<file path="src/rtl/duart_host_pkg.sv">
package duart_host_pkg;
  localparam int DW = 8;
  localparam int AW = 3;

  typedef logic [DW-1:0] byte_t;
  typedef logic [AW-1:0] addr_t;

  typedef struct packed {
    byte_t div_lo;
    byte_t div_hi;
    byte_t line_ctl;
    byte_t alt_fn;
    byte_t modem_out;
    byte_t scratch;
  } chan_regs_t;

  localparam addr_t ADR_DIV_LO = 3'd0;
  localparam addr_t ADR_DIV_HI = 3'd1;
  localparam addr_t ADR_ALT    = 3'd2;
  localparam addr_t ADR_LINE   = 3'd3;
  localparam addr_t ADR_MODEM  = 3'd4;
  localparam addr_t ADR_SCR    = 3'd7;

  localparam byte_t ALT_KEY   = 8'hBF;
  localparam int    DIV_EN_BIT = 7;
  localparam int    GPO_BIT    = 3;
  localparam int    SEL_LSB    = 1;

  typedef enum logic [1:0] {
    MF_GPO   = 2'b00,
    MF_BAUD  = 2'b01,
    MF_RXRDY = 2'b10,
    MF_IDLE  = 2'b11
  } mf_sel_e;

  function automatic byte_t read_mux(chan_regs_t r, addr_t a, byte_t id_code, byte_t rev_code);
    byte_t d;
    logic  div_zero;
    div_zero = (r.div_lo == '0) && (r.div_hi == '0);
    d = '0;
    case (a)
      ADR_DIV_LO: if (r.line_ctl[DIV_EN_BIT]) d = div_zero ? rev_code : r.div_lo;
      ADR_DIV_HI: if (r.line_ctl[DIV_EN_BIT]) d = div_zero ? id_code : r.div_hi;
      ADR_ALT:    if (r.line_ctl == ALT_KEY) d = r.alt_fn;
      ADR_LINE:   d = r.line_ctl;
      ADR_MODEM:  d = r.modem_out;
      ADR_SCR:    d = r.scratch;
      default:    d = '0;
    endcase
    return d;
  endfunction
endpackage

</file>
<file path="src/rtl/duart_strobe_sync.sv">
module duart_strobe_sync #(
  parameter int STAGES = 2
) (
  input  logic clk,
  input  logic rst,
  input  logic strobe_n,
  output logic prev_n,
  output logic rise,
  output logic fall
);
  logic [STAGES:0] shreg;
  logic            level_n;

  always_ff @(posedge clk or posedge rst) begin
    if (rst) shreg <= '1;
    else     shreg <= {shreg[STAGES-1:0], strobe_n};
  end

  assign level_n = shreg[STAGES-1];
  assign prev_n  = shreg[STAGES];
  assign rise    = level_n & ~prev_n;
  assign fall    = ~level_n & prev_n;
endmodule

</file>
<file path="src/rtl/duart_chan_regs.sv">
module duart_chan_regs
  import duart_host_pkg::*;
(
  input  logic       clk,
  input  logic       rst,
  input  logic       wr_en,
  input  addr_t      addr,
  input  byte_t      wdata,
  output chan_regs_t regs
);
  logic div_open;
  logic alt_open;

  assign div_open = regs.line_ctl[DIV_EN_BIT];
  assign alt_open = (regs.line_ctl == ALT_KEY);

  always_ff @(posedge clk or posedge rst) begin
    if (rst) begin
      regs <= '0;
    end else if (wr_en) begin
      case (addr)
        ADR_DIV_LO: if (div_open) regs.div_lo <= wdata;
        ADR_DIV_HI: if (div_open) regs.div_hi <= wdata;
        ADR_ALT:    if (alt_open) regs.alt_fn <= wdata;
        ADR_LINE:   regs.line_ctl  <= wdata;
        ADR_MODEM:  regs.modem_out <= wdata;
        ADR_SCR:    regs.scratch   <= wdata;
        default:    ;
      endcase
    end
  end
endmodule

</file>
<file path="src/rtl/duart_mf_drive.sv">
module duart_mf_drive
  import duart_host_pkg::*;
(
  input  logic       clk,
  input  logic       rst,
  input  logic [1:0] sel,
  input  logic       gpo,
  input  logic       tick,
  input  logic       rxrdy,
  output logic       mf_n
);
  logic nxt;

  always_comb begin
    case (mf_sel_e'(sel))
      MF_GPO:   nxt = ~gpo;
      MF_BAUD:  nxt = ~tick;
      MF_RXRDY: nxt = ~rxrdy;
      default:  nxt = 1'b1;
    endcase
  end

  always_ff @(posedge clk or posedge rst) begin
    if (rst) mf_n <= 1'b1;
    else     mf_n <= nxt;
  end
endmodule

</file>
<file path="src/rtl/duart_host_regs.sv">
module duart_host_regs
  import duart_host_pkg::*;
#(
  parameter int    NCH         = 2,
  parameter int    SYNC_STAGES = 2,
  parameter byte_t ID_CODE     = 8'h02,
  parameter byte_t REV_CODE    = 8'h01,
  localparam int   CHW         = (NCH > 1) ? $clog2(NCH) : 1
) (
  input  logic           clk,
  input  logic           rst,
  input  logic           bus_cs_n,
  input  logic [CHW-1:0] bus_chsel,
  input  logic           bus_rd_n,
  input  logic           bus_wr_n,
  input  logic [AW-1:0]  bus_addr,
  input  logic [DW-1:0]  bus_wdata,
  output logic [DW-1:0]  bus_rdata,
  input  logic [NCH-1:0] baud_tick,
  input  logic [NCH-1:0] rx_ready,
  output logic [NCH-1:0] mf_n
);
  logic wr_prev, wr_rise, wr_fall;
  logic rd_prev, rd_rise, rd_fall;

  duart_strobe_sync #(.STAGES(SYNC_STAGES)) u_wr_sync (
    .clk(clk), .rst(rst), .strobe_n(bus_wr_n),
    .prev_n(wr_prev), .rise(wr_rise), .fall(wr_fall)
  );

  duart_strobe_sync #(.STAGES(SYNC_STAGES)) u_rd_sync (
    .clk(clk), .rst(rst), .strobe_n(bus_rd_n),
    .prev_n(rd_prev), .rise(rd_rise), .fall(rd_fall)
  );

  chan_regs_t           regs [NCH];
  logic [NCH-1:0]       wr_en;
  logic [NCH-1:0][1:0]  mf_sel;
  logic [NCH-1:0]       gpo_bit;
  logic [NCH-1:0][DW-1:0] line_v;

  for (genvar g = 0; g < NCH; g++) begin : g_ch
    assign wr_en[g] = wr_rise & ~bus_cs_n & (bus_chsel == CHW'(g));

    duart_chan_regs u_regs (
      .clk(clk), .rst(rst), .wr_en(wr_en[g]),
      .addr(bus_addr), .wdata(bus_wdata), .regs(regs[g])
    );

    assign mf_sel[g]  = regs[g].alt_fn[SEL_LSB +: 2];
    assign gpo_bit[g] = regs[g].modem_out[GPO_BIT];
    assign line_v[g]  = regs[g].line_ctl;

    duart_mf_drive u_mf (
      .clk(clk), .rst(rst), .sel(mf_sel[g]), .gpo(gpo_bit[g]),
      .tick(baud_tick[g]), .rxrdy(rx_ready[g]), .mf_n(mf_n[g])
    );
  end

  byte_t rd_word;
  assign rd_word = read_mux(regs[bus_chsel], bus_addr, ID_CODE, REV_CODE);

  always_ff @(posedge clk or posedge rst) begin
    if (rst)                       bus_rdata <= '0;
    else if (rd_fall && !bus_cs_n) bus_rdata <= rd_word;
  end

  logic unused_edges;
  assign unused_edges = wr_prev ^ wr_fall ^ rd_rise;
endmodule

</file>
<file path="config.mk">
export PLATFORM = sky130hd
export DESIGN_NAME = duart_host_regs
export DESIGN_NICKNAME = d
export VERILOG_FILES = /design/src/rtl/duart_host_pkg.sv /design/src/rtl/duart_strobe_sync.sv /design/src/rtl/duart_chan_regs.sv /design/src/rtl/duart_mf_drive.sv /design/src/rtl/duart_host_regs.sv
export SDC_FILE = /design/constraint.sdc
export NUM_CORES = 1
export LEC_CHECK = 0
export BUFFER_PORTS_ARGS = -buffer_cell sky130_fd_sc_hd__buf_4
export CAP_MARGIN = 20
export CORE_ASPECT_RATIO = 1.5
export CORE_MARGIN = 2
export CORE_UTILIZATION = 45
export DETAILED_ROUTE_END_ITERATION = 7
export PLACE_DENSITY_LB_ADDON = 0.1
export SLEW_MARGIN = 20
export SYNTH_ARGS = -nofsm -noshare
export SYNTH_HDL_FRONTEND = slang
export SYNTH_HIERARCHICAL = 1
export SYNTH_SLANG_ARGS = --single-unit
export TNS_END_PERCENT = 20
</file>
<file path="constraint.sdc">
create_clock -name clk -period 3.5 [get_ports clk]
set_input_delay 0.525 -clock clk [delete_from_list [all_inputs] [get_ports clk]]
set_output_delay 0.525 -clock clk [all_outputs]
set_load 0.02 [all_outputs]
</file>
Yosys cells after proc, flatten, opt, wreduce, memory -nomap -nowiden
Cells that the tools add are included.
{ "totals": {"reg_bits": 112, "input_bits": 21} }
{ "classes": {"bitwise_logic": 16, "mux": 11, "n_eq_ne": 12, "reduce_logical": 20, "n_lt_le_gt_ge": 1} }
{ "op_table": {"columns": ["cell", "count"], "rows": [
  ["$mux W48", 3],
  ["$pmux W8 S6", 1],
  ["$mux W8", 5],
  ["$eq A8 B8 Y1 const B", 3],
  ["$reduce_and A3 Y1", 6],
  ["$logic_not A8 Y1", 2],
  ["$reduce_and A2 Y1", 6],
  ["$not A1 Y1", 10],
  ["$eq A3 B2 Y1 const B", 2],
  ["$eq A3 B3 Y1 const B", 2],
  ["$pmux W1 S3", 2],
  ["$and A1 B1 Y1", 5],
  ["$eq A2 B1 Y1 const B", 2],
  ["$eq A2 B2 Y1 const B", 2],
  ["$logic_not A2 Y1", 2],
  ["$eq A3 B1 Y1 const B", 1],
  ["$logic_not A3 Y1", 1],
  ["$ge A2 B2 Y1 const B", 1],
  ["$logic_and A1 B1 Y1", 2],
  ["$not A1 Y2", 1],
  ["$logic_not A1 Y1", 1]
]} }

Logic depth before layout (Yosys ltp)
{ "depth": {"depth_word": 9, "ltp_mapped": 8, "mapped_depth_nobuf": 6} }

By module
The synthesis kept the hierarchy.
{ "by_module_without_submodules": {"columns": ["mod", "area_each_um2", "n_inst", "cells_per_inst", "seq_area_each_um2"], "rows": [
  ["duart_chan_regs", 1864.3, 2, 110, 1201.2],
  ["duart_host_regs", 1377.6, 1, 162, 200.2],
  ["duart_strobe_sync", 97.6, 2, 6, 78.8],
  ["duart_mf_drive", 55.1, 2, 5, 26.3]
]} }

Worst setup path after synthesis
Ideal clock, no wire load.
{ "synth_path": {"path_kind": "input to register", "from": "input port bus_chsel", "to": "register, netlist name g_ch[0].u_regs/regs[16]", "t_arrival_ps": 2480, "stages": 7, "required_ps": 3375, "slack_ps": 895, "setup_time_ps": 125, "path_buffers": 3, "path_cell_list": "buf_4 > buf_6 > buf_2 > nor3b_1 > nand3b_4 > nor4_4 > mux2_2"} }
{ "synth_via": {"elab_chain_len": 3} }
{ "synth_lines": {"columns": ["element", "line_no", "rtl"], "rows": [
  ["start, declared", "duart_host_regs.sv:13", "input logic [CHW-1:0] bus_chsel,"],
  ["$not A1 Y1", "duart_host_regs.sv:43", "assign wr_en[g] = wr_rise & ~bus_cs_n & (bus_chsel == CHW'(g));"],
  ["$and A1 B1 Y1", "duart_host_regs.sv:43", null],
  ["via wr_en[0]", "duart_host_regs.sv:37", "logic [NCH-1:0] wr_en;"],
  ["$reduce_and A3 Y1 (no source line)", null, null]
]} }
The timed path passes the listed nets, and every way through them passes these cells.
A chain may end at the register's enable or synchronous reset.

Final worst setup path
{ "layout_path": {"from": "register u_wr_sync.shreg[1]", "to": "register, netlist name g_ch[0].u_regs/regs[33]"} }
{ "layout_via": {"elab_chain_len": 4} }
{ "layout_lines": {"columns": ["element", "line_no", "rtl"], "rows": [
  ["start, declared", "duart_strobe_sync.sv:11", "logic [STAGES:0] shreg;"],
  ["start signal, assigned", "duart_strobe_sync.sv:16", "else shreg <= {shreg[STAGES-1:0], strobe_n};"],
  ["$and A1 B1 Y1", "duart_strobe_sync.sv:21", "assign rise = level_n & ~prev_n;"],
  ["via wr_rise", "duart_host_regs.sv:23", "logic wr_prev, wr_rise, wr_fall;"],
  ["$and A1 B1 Y1 (2 in series)", "duart_host_regs.sv:43", null],
  ["via wr_en[0]", "duart_host_regs.sv:37", null],
  ["$reduce_and A3 Y1 (no source line)", null, null]
]} }
The timed path passes the listed nets, and every way through them passes these cells.

==> results.txt <==
Synth warnings -> 6
Slew @ Worst Pin -> 0.909 ns
pwr/cell area -> 476 mW/mm2
Worst path max stage delay -> 0.71 ns
Num CTS Buffers -> 9
post-CTS resize count -> 0
Critical R2R Launch -> u_wr_sync/shreg[1]
post-synth net total -> 423
vias in the first global route -> 3,829
antenna violations before repair -> 0
initial DRC count -> 208
RSZ-0062 raised after global routing -> no
CP Capture Type -> flop
critical-path cell list -> nor2b_1, nor3b_1, nand3b_4, nor3b_2, mux2_2
Reg2Reg Setup Slack -> 0.64 ns
hold crit path type -> in -> async
Starting Density -> 0.456
Startpoint Class -> flop
Mapped Avg Cell Area -> 13.4 um2
drt wl/cell -> 23.3 um
Fin Clk Skew -> 0.0110 ns
CTS tree -> built
CP Class -> reg -> reg
# clock sinks -> 112
fin util -> 0.507
I/O Buffers -> 30
final setup TNS -> 0 ns
max-cap violation count -> 0
first-pass GRT wire length -> 22,100 um
vias -> 3,446
most common cell after layout, fill and taps aside -> mux2_2
number of remaining DRC errors -> 0
Critical Path Fanout Max -> 8
CP required -> 3.73 ns
Post-Syn Instances -> 402
gp weighted congestion -> 0.809
grt ovf -> 0
share of post-route cells with drive strength above 1 -> 0.437
die height -> 138 um
Antenna Cells -> 0
clock-pin slew of the registers on the worst-case setup and hold paths -> 0.08 ns
Row Count -> 49
nets -> 446
worst vdd ir -> 0.202 mV
most frequent cells in the layout -> mux2_2, dfrtp_1, buf_4
fin crit period -> 2.86 ns
Core Footprint -> 0.0118 mm2
fmax -> 0.350 GHz
total wire length -> 13,600 um
Hold Slack -> 0.206 ns
clock root cell -> clkbuf_16
die footprint -> 0.0129 mm2
Ports -> 31
final hold vios -> 0
router iterations before antenna repair -> 4
Hold Buf Count CTS -> 0
Finish-stage setup viols -> 0
post-DP HPWL -> 9570 um
H-tree depth -> 3
DRT antenna net count -> 0
worst path arrival time -> 3.09 ns
Final period util -> 0.816
Worst Setup SP -> u_wr_sync/shreg[1]
clock latency at the later pin of the worst-skew pair -> 0.35 ns
clock buffer depth -> 2
DIE WIDTH -> 93.4 um
P&R area growth vs syn -> 11.2%
mapped cell area -> 0.00540 mm2
relative slew slack -> 0.393
Vias/cell -> 5.91
GRT Resource Usage Total -> 0.225
Slew Limit Fails -> 0
R2R cell count -> 5
post-CTS setup buffers -> 0
reg2reg end -> g_ch[0].u_regs/regs[33]
static leakage power -> 2.84 nW
end point of the critical path -> g_ch[0].u_regs/regs[33]
status -> complete, no violations
Critical Path Slowest Stage Cell -> nor3b_2
pin count of the biggest net entering global routing -> 49
-- routing by layer --
metal	global-route usage	wire, um	vias up	share of wire
li1	-	-	1554	-
met1	0.279	5530	1818	0.41
met2	0.400	7480	60	0.55
met3	0.0322	322	14	0.024
met5	0	0	-	0
met4	0.0720	271	0	0.020
-- how the worst min path moves through the flow --
stage                             from            endpoint  slack, ns
floorplan                          rst        bus_rdata[0]       0.34
detailed placement  u_wr_sync/shreg[0]  u_wr_sync/shreg[1]       0.35
CTS                                rst        bus_rdata[2]       0.21
global route                       rst        bus_rdata[2]       0.22
finish                             rst        bus_rdata[2]       0.21
global placement    u_rd_sync/shreg[0]  u_rd_sync/shreg[1]       0.35
-- where the power goes --
part | internal, mW | switching, mW | total [mW]
Combinational | 0.158 | 0.177 | 0.335
Sequential | 1.40 | 0.0745 | 1.47
Clock | 0.565 | 0.482 | 1.05
Total | 2.12 | 0.734 | 2.85
-- critical path, delay by kind of cell (launching register included) --
kind | cells | cell delay [ns]
simple gates | 4 | 1.80
flops | 1 | 0.54
mux | 1 | 0.41
-- layout make-up --
type                    count  area (um2)
well taps                 153         191
clock buffers               9         225
clock inverters             7        77.6
inverters                  10        40.0
multi-input cells         261        2420
fillers                  1052        5830
flip-flops and latches    112        2810
repair buffers             31         233
-- through the flow --
| stage | power [mW] | worst slack, ns | std cells | cell area [um2] |
|---|---|---|---|---|
| finish | 2.85 | 0.643 | 583 | 6000 |
| global route | 2.97 | 0.523 | 583 | 6000 |
| CTS | 2.88 | 0.693 | 583 | 6000 |
| global placement | 1.83 | 0.726 | 567 | 5690 |
| floorplan | 1.70 | 0.895 | 402 | 5400 |
| detailed placement | 1.83 | 0.679 | 567 | 5690 |
-- flip-flops by register name, indices dropped and copies added (netlist names) --
| signal | cells |
|---|---|
| g_ch.u_regs/regs | 96 |
| bus_rdata | 8 |
| u_rd_sync/shreg | 3 |
| u_wr_sync/shreg | 3 |
| g_ch.u_mf/mf_n | 2 |
No activity file was read; power rests on OpenSTA's default activity.
